===== src/rtl/ptw_pkg.sv =====
package ptw_pkg;

  // Walk phases; order only matters for readability, not for decoding.
  typedef enum logic [2:0] {
    WK_IDLE,
    WK_ISSUE_TOP,
    WK_WAIT_TOP,
    WK_ISSUE_LEAF,
    WK_WAIT_LEAF,
    WK_REFILL,
    WK_FAULT
  } walkState_e;

  // Strobes from control to datapath.
  typedef struct packed {
    logic captureMiss;  // latch the missing address and the root base
    logic captureTop;   // latch leaf-table base from a valid top entry
    logic captureLeaf;  // latch the final entry
    logic leafSel;      // address mux: 1 = leaf read, 0 = top read
  } walkStrobe_t;

endpackage


===== src/rtl/walk_ctrl.sv =====
module walk_ctrl
  import ptw_pkg::*;
(
  input  logic        clk,
  input  logic        rstN,
  input  logic        missValid,
  input  logic        memRspValid,
  input  logic        entryValid,
  output logic        missReady,
  output logic        memReqValid,
  output logic        refillValid,
  output logic        faultValid,
  output logic        faultLevel,
  output walkStrobe_t strobe
);

  walkState_e stateQ, stateD;
  logic       faultLvlQ, faultLvlD;

  always_comb begin
    stateD    = stateQ;
    faultLvlD = faultLvlQ;
    unique case (stateQ)
      WK_IDLE:       if (missValid) stateD = WK_ISSUE_TOP;
      WK_ISSUE_TOP:  stateD = WK_WAIT_TOP;
      WK_WAIT_TOP:
        if (memRspValid) begin
          if (entryValid) begin
            stateD = WK_ISSUE_LEAF;
          end else begin
            stateD    = WK_FAULT;
            faultLvlD = 1'b0;
          end
        end
      WK_ISSUE_LEAF: stateD = WK_WAIT_LEAF;
      WK_WAIT_LEAF:
        if (memRspValid) begin
          if (entryValid) begin
            stateD = WK_REFILL;
          end else begin
            stateD    = WK_FAULT;
            faultLvlD = 1'b1;
          end
        end
      WK_REFILL:     stateD = WK_IDLE;
      WK_FAULT:      stateD = WK_IDLE;
      default:       stateD = WK_IDLE;
    endcase
  end

  always_ff @(posedge clk or negedge rstN) begin
    if (!rstN) begin
      stateQ    <= WK_IDLE;
      faultLvlQ <= 1'b0;
    end else begin
      stateQ    <= stateD;
      faultLvlQ <= faultLvlD;
    end
  end

  always_comb begin
    strobe.captureMiss = (stateQ == WK_IDLE) && missValid;
    strobe.captureTop  = (stateQ == WK_WAIT_TOP) && memRspValid && entryValid;
    strobe.captureLeaf = (stateQ == WK_WAIT_LEAF) && memRspValid && entryValid;
    strobe.leafSel     = (stateQ == WK_ISSUE_LEAF);
  end

  assign missReady   = (stateQ == WK_IDLE);
  assign memReqValid = (stateQ == WK_ISSUE_TOP) || (stateQ == WK_ISSUE_LEAF);
  assign refillValid = (stateQ == WK_REFILL);
  assign faultValid  = (stateQ == WK_FAULT);
  assign faultLevel  = faultLvlQ;


  req_single_chk: assert property (@(posedge clk) disable iff (!rstN)
    memReqValid |=> !memReqValid);

  req_busy_chk: assert property (@(posedge clk) disable iff (!rstN)
    memReqValid |-> !missReady);

  refill_pulse_chk: assert property (@(posedge clk) disable iff (!rstN)
    refillValid |=> (!refillValid && missReady));

  fault_pulse_chk: assert property (@(posedge clk) disable iff (!rstN)
    faultValid |=> (!faultValid && missReady));

  result_excl_chk: assert property (@(posedge clk) disable iff (!rstN)
    !(refillValid && faultValid));

  idle_rsp_chk: assert property (@(posedge clk) disable iff (!rstN)
    (missReady && !missValid && memRspValid) |=> (missReady && !memReqValid));

endmodule


===== src/rtl/walk_dpath.sv =====
module walk_dpath
  import ptw_pkg::*;
#(
  parameter int VA_W       = 32,
  parameter int TOP_IDX_W  = 10,
  parameter int LEAF_IDX_W = 10,
  parameter int PTE_W      = 32,
  parameter int VALID_BIT  = 0
) (
  input  logic                                   clk,
  input  logic                                   rstN,
  input  walkStrobe_t                            strobe,
  input  logic [VA_W-1:0]                        missVaddr,
  input  logic [PTE_W-1:0]                       rootBase,
  input  logic [PTE_W-1:0]                       memRspData,
  output logic [PTE_W-1:0]                       memReqAddr,
  output logic                                   entryValid,
  output logic [TOP_IDX_W+LEAF_IDX_W-1:0]        refillVpn,
  output logic [PTE_W-1:0]                       refillPte,
  output logic [VA_W-1:0]                        faultVaddr
);

  localparam int VPN_W  = TOP_IDX_W + LEAF_IDX_W;
  localparam int OFF_W  = VA_W - VPN_W;
  localparam int ADDR_W = PTE_W;
  localparam int ENT_SH = $clog2(PTE_W / 8);

  logic [VA_W-1:0]       vaQ;
  logic [ADDR_W-1:0]     rootQ;
  logic [ADDR_W-1:0]     leafBaseQ;
  logic [PTE_W-1:0]      pteQ;
  logic [TOP_IDX_W-1:0]  topIdx;
  logic [LEAF_IDX_W-1:0] leafIdx;

  assign topIdx  = vaQ[VA_W-1 -: TOP_IDX_W];
  assign leafIdx = vaQ[OFF_W +: LEAF_IDX_W];

  always_ff @(posedge clk or negedge rstN) begin
    if (!rstN) begin
      vaQ       <= '0;
      rootQ     <= '0;
      leafBaseQ <= '0;
      pteQ      <= '0;
    end else begin
      if (strobe.captureMiss) begin
        vaQ   <= missVaddr;
        rootQ <= rootBase;
      end
      if (strobe.captureTop)
        leafBaseQ <= {memRspData[PTE_W-1:OFF_W], {OFF_W{1'b0}}};
      if (strobe.captureLeaf)
        pteQ <= memRspData;
    end
  end

  always_comb begin
    if (strobe.leafSel)
      memReqAddr = leafBaseQ + (ADDR_W'(leafIdx) << ENT_SH);
    else
      memReqAddr = rootQ + (ADDR_W'(topIdx) << ENT_SH);
  end

  assign entryValid = memRspData[VALID_BIT];
  assign refillVpn  = vaQ[VA_W-1:OFF_W];
  assign refillPte  = pteQ;
  assign faultVaddr = vaQ;


  va_hold_chk: assert property (@(posedge clk) disable iff (!rstN)
    !strobe.captureMiss |=> $stable(faultVaddr));

  pte_hold_chk: assert property (@(posedge clk) disable iff (!rstN)
    !strobe.captureLeaf |=> $stable(refillPte));

endmodule


===== src/rtl/pt_walk_engine.sv =====
module pt_walk_engine
  import ptw_pkg::*;
#(
  parameter int VA_W       = 32,
  parameter int TOP_IDX_W  = 10,
  parameter int LEAF_IDX_W = 10,
  parameter int PTE_W      = 32,
  parameter int VALID_BIT  = 0,
  localparam int VPN_W     = TOP_IDX_W + LEAF_IDX_W
) (
  input  logic              clk,
  input  logic              rstN,
  input  logic              missValid,
  input  logic [VA_W-1:0]   missVaddr,
  output logic              missReady,
  input  logic [PTE_W-1:0]  rootBase,
  output logic              memReqValid,
  output logic [PTE_W-1:0]  memReqAddr,
  input  logic              memRspValid,
  input  logic [PTE_W-1:0]  memRspData,
  output logic              refillValid,
  output logic [VPN_W-1:0]  refillVpn,
  output logic [PTE_W-1:0]  refillPte,
  output logic              faultValid,
  output logic              faultLevel,
  output logic [VA_W-1:0]   faultVaddr
);

  walkStrobe_t strobe;
  logic        entryValid;

  walk_ctrl u_ctrl (
    .clk         (clk),
    .rstN        (rstN),
    .missValid   (missValid),
    .memRspValid (memRspValid),
    .entryValid  (entryValid),
    .missReady   (missReady),
    .memReqValid (memReqValid),
    .refillValid (refillValid),
    .faultValid  (faultValid),
    .faultLevel  (faultLevel),
    .strobe      (strobe)
  );

  walk_dpath #(
    .VA_W       (VA_W),
    .TOP_IDX_W  (TOP_IDX_W),
    .LEAF_IDX_W (LEAF_IDX_W),
    .PTE_W      (PTE_W),
    .VALID_BIT  (VALID_BIT)
  ) u_dpath (
    .clk        (clk),
    .rstN       (rstN),
    .strobe     (strobe),
    .missVaddr  (missVaddr),
    .rootBase   (rootBase),
    .memRspData (memRspData),
    .memReqAddr (memReqAddr),
    .entryValid (entryValid),
    .refillVpn  (refillVpn),
    .refillPte  (refillPte),
    .faultVaddr (faultVaddr)
  );

endmodule


===== config.mk =====
export PLATFORM = sky130hd
export DESIGN_NAME = pt_walk_engine
export DESIGN_NICKNAME = d
export VERILOG_FILES = /design/src/rtl/ptw_pkg.sv /design/src/rtl/walk_ctrl.sv /design/src/rtl/walk_dpath.sv /design/src/rtl/pt_walk_engine.sv
export SDC_FILE = /design/constraint.sdc
export NUM_CORES = 1
export LEC_CHECK = 0
export ABC_AREA = 1
export BUFFER_PORTS_ARGS = -buffer_cell sky130_fd_sc_hd__buf_4
export CAP_MARGIN = 20
export CORE_MARGIN = 2
export CORE_UTILIZATION = 55
export DETAILED_ROUTE_END_ITERATION = 16
export PLACE_DENSITY = 0.91
export SLEW_MARGIN = 20
export SYNTH_ARGS = -nofsm -noshare
export SYNTH_HDL_FRONTEND = slang
export SYNTH_HIERARCHICAL = 1
export SYNTH_SLANG_ARGS = --single-unit

===== constraint.sdc =====
create_clock -name clk -period 4 [get_ports clk]
set_clock_uncertainty 0.1 [all_clocks]
set_input_delay 0.2 -clock clk [delete_from_list [all_inputs] [get_ports clk]]
set_output_delay 0.2 -clock clk [all_outputs]
set_load 0.01 [all_outputs]

# [Word-level counts from Yosys, hierarchy flattened]
# Index checks and enable logic that the tools add are counted.
[classes] add_sub_neg=2 eq_ne=11 mux=12 reduce_logical=10
[ops] op="adder 32 x 12 -> 32 bit" n=2
[ops] op="2-to-1 mux 32 bit" n=1
[ops] op="one-hot mux 3 bit (5 select lines)" n=1
[ops] op="2-to-1 mux 3 bit" n=4
[ops] op="!= test 2 bit, second input constant" n=5
[ops] op="== test 3 bit, second input constant" n=3
[ops] op="== test 3 x 2 -> 1 bit, second input constant" n=2
[ops] op="logical AND 1 bit" n=5
[ops] op="AND reduction 5 bit" n=1
[ops] op="2-to-1 mux 1 bit" n=4
[ops] op="== test 3 x 1 -> 1 bit, second input constant" n=1
[ops] op="logical NOT 3 bit" n=1
[ops] op="AND reduction 3 bit" n=1
[ops] op="2-to-1 mux 2 bit" n=1
[ops] op="one-hot mux 1 bit (2 select lines)" n=1
[ops] op="nonzero test 2 bit" n=1
[ops] op="logical OR 1 bit" n=1
[totals] register_bits=120 output_inout_bits=121 elab_cells=41

# [Longest topological paths before layout]
[logic_depth] depth_word=3 ltp_mapped=13 mapped_depth_nobuf=13

# [By module]
# The synthesis kept the hierarchy.
[by_module_without_submodules] mod="walk_dpath" n_inst=1 cells_each=693 area_each_um2=6109.6 seq_area_each_um2=2902.8
[by_module_without_submodules] mod="walk_ctrl" n_inst=1 cells_each=47 area_each_um2=304.0 seq_area_each_um2=100.1

# [Worst setup path before layout]
# Ideal clock, no wire load.
[synth_timing] path_kind="reg2out" start="register u_dpath.vaQ[22] (netlist: u_dpath/faultVaddr[22])" end="output memReqAddr[8]" t_arrival_ns=1.903 required_time_ns=3.700 setup_slack_ns=1.797 path_stages_with_launch=10 n_path_buf=0 path_cell_list="dfrtp_1 > ha_1 > fa_1 > nand3_1 > nand3_1 > nand2_1 > nand2_1 > or2_2 > nand3_1 > o21ai_0"
[synth_between] elab_chain_cells=2
[synth_lines] item="from (decl)" line_no="walk_dpath.sv:28" text="logic [VA_W-1:0] vaQ;"
[synth_lines] item="from (signal assigned)" line_no="walk_dpath.sv:46" text="vaQ <= missVaddr;"
[synth_lines] item="adder 32 x 12 -> 32 bit" line_no="walk_dpath.sv:60" text="memReqAddr = rootQ + (ADDR_W'(topIdx) << ENT_SH);"
[synth_lines] item="2-to-1 mux 32 bit" line_no="walk_dpath.sv:57" text="if (strobe.leafSel)"
[synth_lines] item="to (decl)" line_no="pt_walk_engine.sv:18" text="output logic [PTE_W-1:0] memReqAddr,"
# No other way between the ends.

==> results.py <==
metrics = {
    "drt": {
        "wl_um": 21300,
        "route.detailed.drc": 0,
        "drt_iter0_drc": 561,
        "wl_per_cell_um": 17.9,
        "viasPerCell": 5.46,
        "dr.pass1.iters": 5,
        "drtAntennaViolNets": 0,
        "vias": 6510,
    },
    "synthesis": {
        "synth-edff-count": 0,
        "synthArstFlopShare_pct": 100,
        "avgSynthCellArea_um2": 8.67,
        "synth_top_area_share_pct": 46.8,
        "syn-num-nets": 851,
        "synth_top_family_by_area": "simple AND/OR/NAND/NOR gates",
        "yosys-top-cells-area": "dfrtp_1, mux2_2, nand2_1, inv_1, o21ai_0",
        "synth_ff_type": "dfrtp_1",
        "synthMuxAreaShare_pct": 13.0,
        "synthCells": 740,
        "synthAdderAreaFrac_pct": 2.26,
        "synthSimpleGateAreaFrac_pct": 22.6,
        "syn_area_um2": 6410,
        "synth_commonest_cells": "nand2_1, dfrtp_1, inv_1",
        "synth-seq-cells": 120,
        "synth_top_area_cell": "dfrtp_1",
        "yosysUniqueCellTypes": 28,
        "yosys_warnings": 6,
        "synth_compound_area_share_pct": 5.83,
        "yosysSeqAreaShare_pct": 46.8,
        "synth_xor_area_share_pct": 0,
        "post-synth-top-count-cell": "nand2_1",
    },
    "clock_tree": {
        "ctsHoldBuffers": 98,
        "root_buffer": "clkbuf_16",
        "cts_made_buffers": 17,
        "htree_levels": 4,
        "cts_tree": "built",
        "cts_resized": 0,
        "clock_sinks": 120,
        "clkTransAtPathRegs_ps": 50,
        "cts_setup_buffers": 0,
        "clk_latency_ps": 410,
        "clock_path_buffers": 2,
    },
    "sta": {
        "rsz0062_at_grt": "false",
        "final.setup.tns_ps": 0,
        "fmax_mhz": 307,
        "hold_viol": 0,
        "setup_viol": 0,
        "fin_crit_ps": 3260,
        "tightest_slew_ps": 865,
        "fin_crit_sh_pct": 81.4,
        "final_max_slew_viol_count": 0,
        "relSlewSlack_pct": 42.3,
    },
    "layout": {
        "areaGrowthSynthToFinish_pct": 49.4,
        "stdcell_area_um2": 9580,
        "drive_gt1_share_pct": 34.2,
        "antenna_cells": 0,
        "layout.cells.non_filler": 1192,
        "fin_util_pct": 83.9,
        "nets": 1148,
    },
    "setup_path": {
        "crit_fanout": 30,
        "reg2reg_depth": 5,
        "cp.required_ps": 3700,
        "path_cells": "inv_2 > nand3_1 > inv_1 > inv_1 > buf_4 > nand3_1 > o21ai_0 > buf_4",
        "crit_path_start_kind": "register",
        "worstSetupPathType": "register to output port",
        "crit_arrival_ps": 2960,
        "end_kind": "output port",
        "slowest_stage": "inv_1",
        "critical-path-max-stage-delay_ps": 560,
    },
    "pwr": {
        "power_density_nw_per_um2": 855,
        "total_power_uw": 8190,
        "irDropWorstVdd_uv": 704,
        "p_leak_uw": 0.00482,
    },
    "global_route": {
        "grt_pass1_wl_um": 33600,
        "grt-ovfl-total": 0,
        "grt_pass1_vias": 6660,
        "antenna_found_initial": 0,
        "grt.total_usage_pct": 34.6,
        "grt_max_degree": 121,
    },
    "die": {
        "core.rowCount": 39,
        "core_area_um2": 11400,
        "io_pins": 221,
        "die_h_um": 112,
        "die_x_um": 112,
        "initial_utilization_pct": 56.2,
        "dieArea_um2": 12500,
    },
    "placed_design": {
        "dp_cells": 1063,
        "hpwl_um": 12900,
        "globalplace.congestion": 0.947,
        "dpl_cell_area_um2": 8050,
        "io_buffers": 220,
    },
    "run_status": {
        "status": "complete, no violations",
    },
    "flow_run": {
        "drv_cap": 0,
    },
    "hold_path": {
        "hp-class": "input pin to register",
        "holdPathStages": 5,
    },
}
[stage by stage]
| stage | hold slack (ps) | setup WS, ps |
|---|---|---|
| floorplan | -196 | 1800 |
| global placement | 247 | 1470 |
| detailed placement | 250 | 1350 |
| CTS | 101 | 906 |
| global route | 142 | 583 |
| finish | 142 | 742 |
[flip-flops by register name (all words and copies together), names as in the netlist]
register	flops
u_dpath/faultVaddr	32
u_dpath/refillPte	32
u_dpath/rootQ	32
u_dpath/leafBaseQ	20
u_ctrl/stateQ	3
u_ctrl/faultLevel	1
[path summary, 6_finish.rpt]
| check | startpoint | end | slack [ps] |
|---|---|---|---|
| worst max-delay path | u_ctrl/stateQ[2] | memReqAddr[12] | 740 |
| worst min-delay path | missValid | u_ctrl/stateQ[1] | 140 |
| worst max register to register | u_ctrl/stateQ[1] | u_dpath/faultVaddr[29] | 1770 |
| worst min register to register | u_dpath/refillPte[14] | u_dpath/refillPte[14] | 410 |
| max in group asynchronous | rstN | u_dpath/refillPte[7] | 2960 |
| min in group asynchronous | rstN | u_dpath/faultVaddr[3] | 300 |
[kinds of logic after synthesis]
group / Yosys count
buffers and inverters: 134
AOI/OAI and AO/OA: 73
and+or+nand+nor: 328
adders and majority gates: 11
muxes: 74
DFF: 120
[cell usage in the layout (no fill, tap or decap), types with 2 or more instances in the layout]
master / instances
clkbuf_16: 17
o22ai_1: 2
nor2_2: 2
or2_2: 4
a21oi_1: 5
dfrtp_1: 120
clkinv_2: 5
nor2_1: 32
clkinv_4: 2
buf_4: 223
nor3_1: 5
dlygate4sd3_1: 98
ha_1: 10
nand3_1: 62
clkinvlp_4: 3
mux2_1: 2
nand2_1: 189
nand3_2: 5
and2_1: 3
nand2_2: 10
nor2_4: 4
nand4_1: 7
o21ai_0: 65
inv_2: 2
nor3_2: 4
mux2_2: 72
buf_12: 2
inv_1: 87
[cell type report]
type	count	area (um^2)
clock buffer	19	443
clock inverter	12	104
fill	642	1840
inverter	89	334
multi-input combinational	486	2820
sequential	120	3000
tap	143	179
timing repair buffer	323	2700
[routing by layer]
| layer | vias up | routed length (um) | track usage (%) |
|---|---|---|---|
| met5 | - | 0 | 0 |
| met4 | 0 | 950 | 16.5 |
| met3 | 77 | 1850 | 7.62 |
| met2 | 414 | 10700 | 60.1 |
| met1 | 3043 | 7800 | 40.8 |
| li1 | 2976 | - | - |
[power by group]
group | total [uW] | switching, uW | internal (uW) | leakage, uW
registers | 2320 | 501 | 1820 | 0.00146
logic | 4450 | 2450 | 2000 | 0.00310
clock network | 1410 | 552 | 863 | 0.000265
[critical path: cells and delay by family, from the launching register on]
family          cells  cell delay, ps
simple gates        2             220
flops               1             470
buf+inv             5            1740
compound gates      1             100
Note: power is estimated with default switching activity, not from simulation.
